===== src/rtl/gon_pkg.sv =====
package gon_pkg;

    typedef enum logic [1:0] {
        REG_NONE = 2'd0,
        REG_DATA = 2'd1,
        REG_OE   = 2'd2
    } reg_kind_e;

endpackage


===== src/rtl/gon_decode.sv =====
module gon_decode
    import gon_pkg::*;
#(
    parameter int LANES = 3,
    parameter int AW = 8,
    parameter logic [AW-1:0] DATA_BASE = 8'h78,
    parameter logic [AW-1:0] OE_BASE = 8'h7C
) (
    input  logic [AW-1:0]    addr,
    output reg_kind_e        kind,
    output logic [LANES-1:0] lane_sel
);
    logic [LANES-1:0] data_hit;
    logic [LANES-1:0] oe_hit;

    for (genvar i = 0; i < LANES; i++) begin : g_hit
        assign data_hit[i] = (addr == DATA_BASE + AW'(i));
        assign oe_hit[i]   = (addr == OE_BASE + AW'(i));
    end

    always_comb begin
        if (|data_hit) begin
            kind = REG_DATA;
        end else if (|oe_hit) begin
            kind = REG_OE;
        end else begin
            kind = REG_NONE;
        end
        lane_sel = data_hit | oe_hit;
    end
endmodule


===== src/rtl/gon_lane_merge.sv =====
module gon_lane_merge #(
    parameter int LANES = 3,
    localparam int REG_W = LANES * 8
) (
    input  logic [REG_W-1:0] cur,
    input  logic [7:0]       wbyte,
    input  logic [LANES-1:0] sel,
    input  logic             en,
    output logic [REG_W-1:0] nxt,
    output logic [7:0]       rbyte
);
    logic [LANES-1:0][7:0] masked;

    for (genvar i = 0; i < LANES; i++) begin : g_lane
        assign nxt[8*i +: 8] = (en && sel[i]) ? wbyte : cur[8*i +: 8];
        assign masked[i]     = sel[i] ? cur[8*i +: 8] : 8'h00;
    end

    always_comb begin
        rbyte = 8'h00;
        for (int i = 0; i < LANES; i++) begin
            rbyte = rbyte | masked[i];
        end
    end
endmodule


===== src/rtl/gon_change_detect.sv =====
module gon_change_detect #(
    parameter int LINES = 16
) (
    input  logic             fire,
    input  logic [LINES-1:0] old_lvl,
    input  logic [LINES-1:0] new_lvl,
    output logic [LINES-1:0] pulse
);
    always_comb begin
        pulse = fire ? (old_lvl ^ new_lvl) : '0;
    end
endmodule


===== src/rtl/gpio_chg_notify.sv =====
module gpio_chg_notify
    import gon_pkg::*;
#(
    parameter int LANES = 3,
    parameter int LINES = 16,
    parameter int AW = 8,
    parameter logic [AW-1:0] DATA_BASE = 8'h78,
    parameter logic [AW-1:0] OE_BASE = 8'h7C
) (
    input  logic             clk,
    input  logic             rst_n,
    input  logic             bus_wr,
    input  logic [AW-1:0]    bus_addr,
    input  logic [7:0]       bus_wdata,
    output logic [7:0]       bus_rdata,
    output logic [LINES-1:0] pin_level,
    output logic [LINES-1:0] chg_pulse
);
    localparam int REG_W = LANES * 8;

    typedef struct packed {
        logic [REG_W-1:0] dat;
        logic [REG_W-1:0] oe;
        logic [LINES-1:0] lvl;
        logic [LINES-1:0] pulse;
    } state_t;

    state_t st_d, st_q;

    reg_kind_e        kind;
    logic [LANES-1:0] lane_sel;
    logic [REG_W-1:0] dat_nxt, oe_nxt, eff_nxt;
    logic [7:0]       dat_rd, oe_rd;
    logic [LINES-1:0] pulse_calc;
    logic             hit_wr;

    gon_decode #(
        .LANES(LANES), .AW(AW), .DATA_BASE(DATA_BASE), .OE_BASE(OE_BASE)
    ) decode_i (
        .addr(bus_addr), .kind(kind), .lane_sel(lane_sel)
    );

    gon_lane_merge #(.LANES(LANES)) dat_merge_i (
        .cur(st_q.dat), .wbyte(bus_wdata), .sel(lane_sel),
        .en(bus_wr && (kind == REG_DATA)), .nxt(dat_nxt), .rbyte(dat_rd)
    );

    gon_lane_merge #(.LANES(LANES)) oe_merge_i (
        .cur(st_q.oe), .wbyte(bus_wdata), .sel(lane_sel),
        .en(bus_wr && (kind == REG_OE)), .nxt(oe_nxt), .rbyte(oe_rd)
    );

    assign hit_wr  = bus_wr && (kind != REG_NONE);
    assign eff_nxt = dat_nxt & oe_nxt;

    gon_change_detect #(.LINES(LINES)) detect_i (
        .fire(hit_wr), .old_lvl(st_q.lvl), .new_lvl(eff_nxt[LINES-1:0]),
        .pulse(pulse_calc)
    );

    always_comb begin
        st_d       = st_q;
        st_d.dat   = dat_nxt;
        st_d.oe    = oe_nxt;
        st_d.pulse = pulse_calc;
        if (hit_wr) begin
            st_d.lvl = eff_nxt[LINES-1:0];
        end
        unique case (kind)
            REG_DATA: bus_rdata = dat_rd;
            REG_OE:   bus_rdata = oe_rd;
            default:  bus_rdata = 8'h00;
        endcase
    end

    always_ff @(posedge clk or negedge rst_n) begin
        if (!rst_n) begin
            st_q <= '0;
        end else begin
            st_q <= st_d;
        end
    end

    assign pin_level = st_q.lvl;
    assign chg_pulse = st_q.pulse;
endmodule


===== config.mk =====
export PLATFORM = sky130hd
export DESIGN_NAME = gpio_chg_notify
export DESIGN_NICKNAME = d
export VERILOG_FILES = /design/src/rtl/gon_pkg.sv /design/src/rtl/gon_decode.sv /design/src/rtl/gon_lane_merge.sv /design/src/rtl/gon_change_detect.sv /design/src/rtl/gpio_chg_notify.sv
export SDC_FILE = /design/constraint.sdc
export NUM_CORES = 1
export LEC_CHECK = 0
export ABC_AREA = 1
export BUFFER_PORTS_ARGS = -buffer_cell sky130_fd_sc_hd__clkbuf_2
export CAP_MARGIN = 20
export CORE_MARGIN = 2
export CORE_UTILIZATION = 57
export DETAILED_ROUTE_END_ITERATION = 16
export PLACE_DENSITY = 0.8
export SYNTH_ARGS = -nofsm -noshare
export SYNTH_HDL_FRONTEND = slang
export SYNTH_SLANG_ARGS = --single-unit

===== constraint.sdc =====
create_clock -name clk -period 1.41 [get_ports clk]
set_clock_uncertainty 0.15 [all_clocks]
set_input_delay 0.0705 -clock clk [delete_from_list [all_inputs] [get_ports clk]]
set_output_delay 0.0705 -clock clk [all_outputs]
set_load 0.01 [all_outputs]

==> impl_metrics.ini <==
[sta]
drv_slew = 0
hold_viol_final = 0
tightest_slew_ns = 0.417
setup_violations = 7
hold-worst-slack_ns = 0.106
layout_setup_ws_ns = -0.103
slew_headroom = 0.722
rsz0062_at_grt = true
timing.final.crit_period_ns = 1.51
timing.fmax_mhz = 661
period_share = 1.07

[placed_design]
port_buffers = 58
gp_congestion = 0.979
dp_cells = 616
postPlaceCellArea_um2 = 4330
dp_hpwl_mm = 6.98

[logic_synthesis]
syn_nets = 498
synth_cells = 479
synth.yosys.warnings = 0
syn_area_um2 = 3840
avgSynthCellArea_um2 = 8.03
yosysSeqAreaShare = 0.521
yosysUniqueCellTypes = 22
synth-seq-cells = 80
yosys_most_used_dff = dfrtp_1
ys_async_sr_fraction = 1.00
synth_edf_count = 0

[cells_and_area]
antenna_cells = 0
mostFrequentLayoutCell = nand2_1
multiInputGateArea_um2 = 1810
area_growth_pct = 33.1
ff_latch_area_um2 = 2000
fin_cells = 661
final_nets = 598
mostFrequentLayoutCells = nand2_1 (171), dfrtp_1 (80), nand3_1 (61)
n_fill_cell = 380
final_cell_area_um2 = 5120
final_layout_size_suffix_gt1_frac = 0.301
fin_util = 0.797

[worst_setup_path]
end_kind = output pin
crit_path_start_kind = flip-flop
cp.required_ns = 1.19
slowest_stage = dfrtp_1
cp_cell_sequence = nand2_1, nand3_1, nand2_1, nand2_1, buf_2
cp_max_fo = 2
cp_common_cell = nand2_1
arrival_ns = 1.29
critPathKind = flip-flop to output pin
critPathMaxStageDelay_ns = 0.42
ff2ff_path_depth = 5

[drt]
top_layer_used = met4
dr_wl_met2_mm = 5.23
wl_met1_mm = 4.63
via_count = 3977
drtPass1Iterations = 6
route.met3.wl_mm = 1.18
routed_wirelength_mm = 11.5
drc_errors = 0
drtAntennaViolNets = 0
drt_iter0_drc = 682
wire_per_inst_um = 17.4
via_per_inst = 6.02

[floorplanning]
core.rowCount = 29
core_um2 = 6420
die-area_um2 = 7420
dieWidth_um = 86.1
start_util = 0.599
io_pins = 59
chipHeight_um = 86.1

[outcome]
violations = setup timing
outcome = complete, but fails checks

[flow_run]
maxCapViolCount = 0

[pwr]
p_per_area_nw_per_um2 = 865
p_sw_uw = 1100
p_leak_uw = 0.00275
seq_power_share = 0.526
intPower_uw = 3330
peakVddDrop_v = 0.000704
netSwitchingFraction = 0.248
p_comb_frac = 0.081
p_clk_frac = 0.393
total_power_uw = 4420

[clock_network]
clk-insertion-delay-late_ns = 0.35
cts_root_buf = clkbuf_8
clkSlewWorstSetupHoldPaths_ns = 0.08
cts-buffers-inserted = 9
cts_tree = yes
clkSinkCount = 80
clk_path_buf_depth = 2
htree_num_levels = 3

[global_routing]
antenna_found_initial = 0
grt_max_degree = 81
grt_pass1_vias = 3477
grt_util_all_layers = 0.292
grt-ovfl-total = 0
grt_pass1_wl_mm = 16.8

[worst_hold_path]
hold_class = primary input to flip-flop
hold-path-cell-count = 3
-- cells in the mapped netlist, types with 5 or more instances --
library cell / number / area [µm²]
buf_2: 10 / 50.1
inv_1: 15 / 56.3
nand4_1: 24 / 150
o21ai_0: 12 / 60.1
buf_4: 8 / 60.1
nand3_1: 73 / 365
a21oi_1: 16 / 80.1
nor2_1: 19 / 71.3
inv_2: 5 / 18.8
dfrtp_1: 80 / 2000
nand2_1: 194 / 728
-- power by group through the flow --
stage / registers, µW / logic [µW] / clock network, µW
6_report: 2330 / 357 / 1740
5_1_grt: 2330 / 382 / 1830
4_1_cts: 2330 / 284 / 1730
3_5_place_dp: 2370 / 246 / 0
3_3_place_gp: 2370 / 240 / 0
2_1_floorplan: 2370 / 102 / 0
-- layout make-up --
class	instances	share of cell area
timing repair inverter	1	0.00147
sequential	80	0.391
clock inverter	4	0.0103
multi-input combinational	357	0.354
tap	77	0.0188
clock buffer	12	0.0284
inverter	20	0.0171
timing repair buffer	110	0.179
-- flip-flops by register name, summed over array words and instances, names as in the netlist --
| name | cells |
|---|---|
| st_q | 48 |
| chg_pulse | 16 |
| pin_level | 16 |
-- final timing paths --
check / slack, ns / from / endpoint
worst max register to register: 0.21 / st_q[57] / chg_pulse[1]
worst min-delay path: 0.11 / bus_wr / st_q[40]
worst min register to register: 0.36 / st_q[73] / st_q[73]
min in group asynchronous: 0.13 / rst_n / st_q[55]
max in group asynchronous: 0.65 / rst_n / st_q[64]
worst max-delay path: -0.10 / st_q[49] / bus_rdata[1]
-- per-stage QoR --
stage / setup TNS [ns] / setup slack [ns]
6_report: -0.399 / -0.103
3_3_place_gp: -2.03 / -0.113
4_1_cts: -0.0357 / -0.0173
5_1_grt: -0.659 / -0.126
2_1_floorplan: 0 / 0.0586
3_5_place_dp: -5.29 / -0.175
-- worst max-delay path, delay by kind of cell, from the launching register on --
family	cells	cell delay (ns)
buffers and inverters	1	0.14
DFF	1	0.42
and+or+nand+nor	4	0.37
-- metal layers --
| metal | track usage | vias to the layer above |
|---|---|---|
| li1 | - | 1786 |
| met5 | 0 | - |
| met3 | 0.0443 | 56 |
| met4 | 0.124 | 0 |
| met2 | 0.452 | 287 |
| met1 | 0.410 | 1848 |
-- logic make-up after synthesis --
group           synth area share
compound gates            0.0417
buf+inv                   0.0521
flops                      0.521
simple gates               0.386
-- what timing repair did --
item,CTS,global route
setup endpoints to repair,8,13
gates resized for setup,17,74
buffers inserted,5,11
hold endpoints to repair,124,0
hold buffers,9,0
cloned,2,3
pin swaps,4,40
Note: power is estimated with default switching activity, not from simulation.
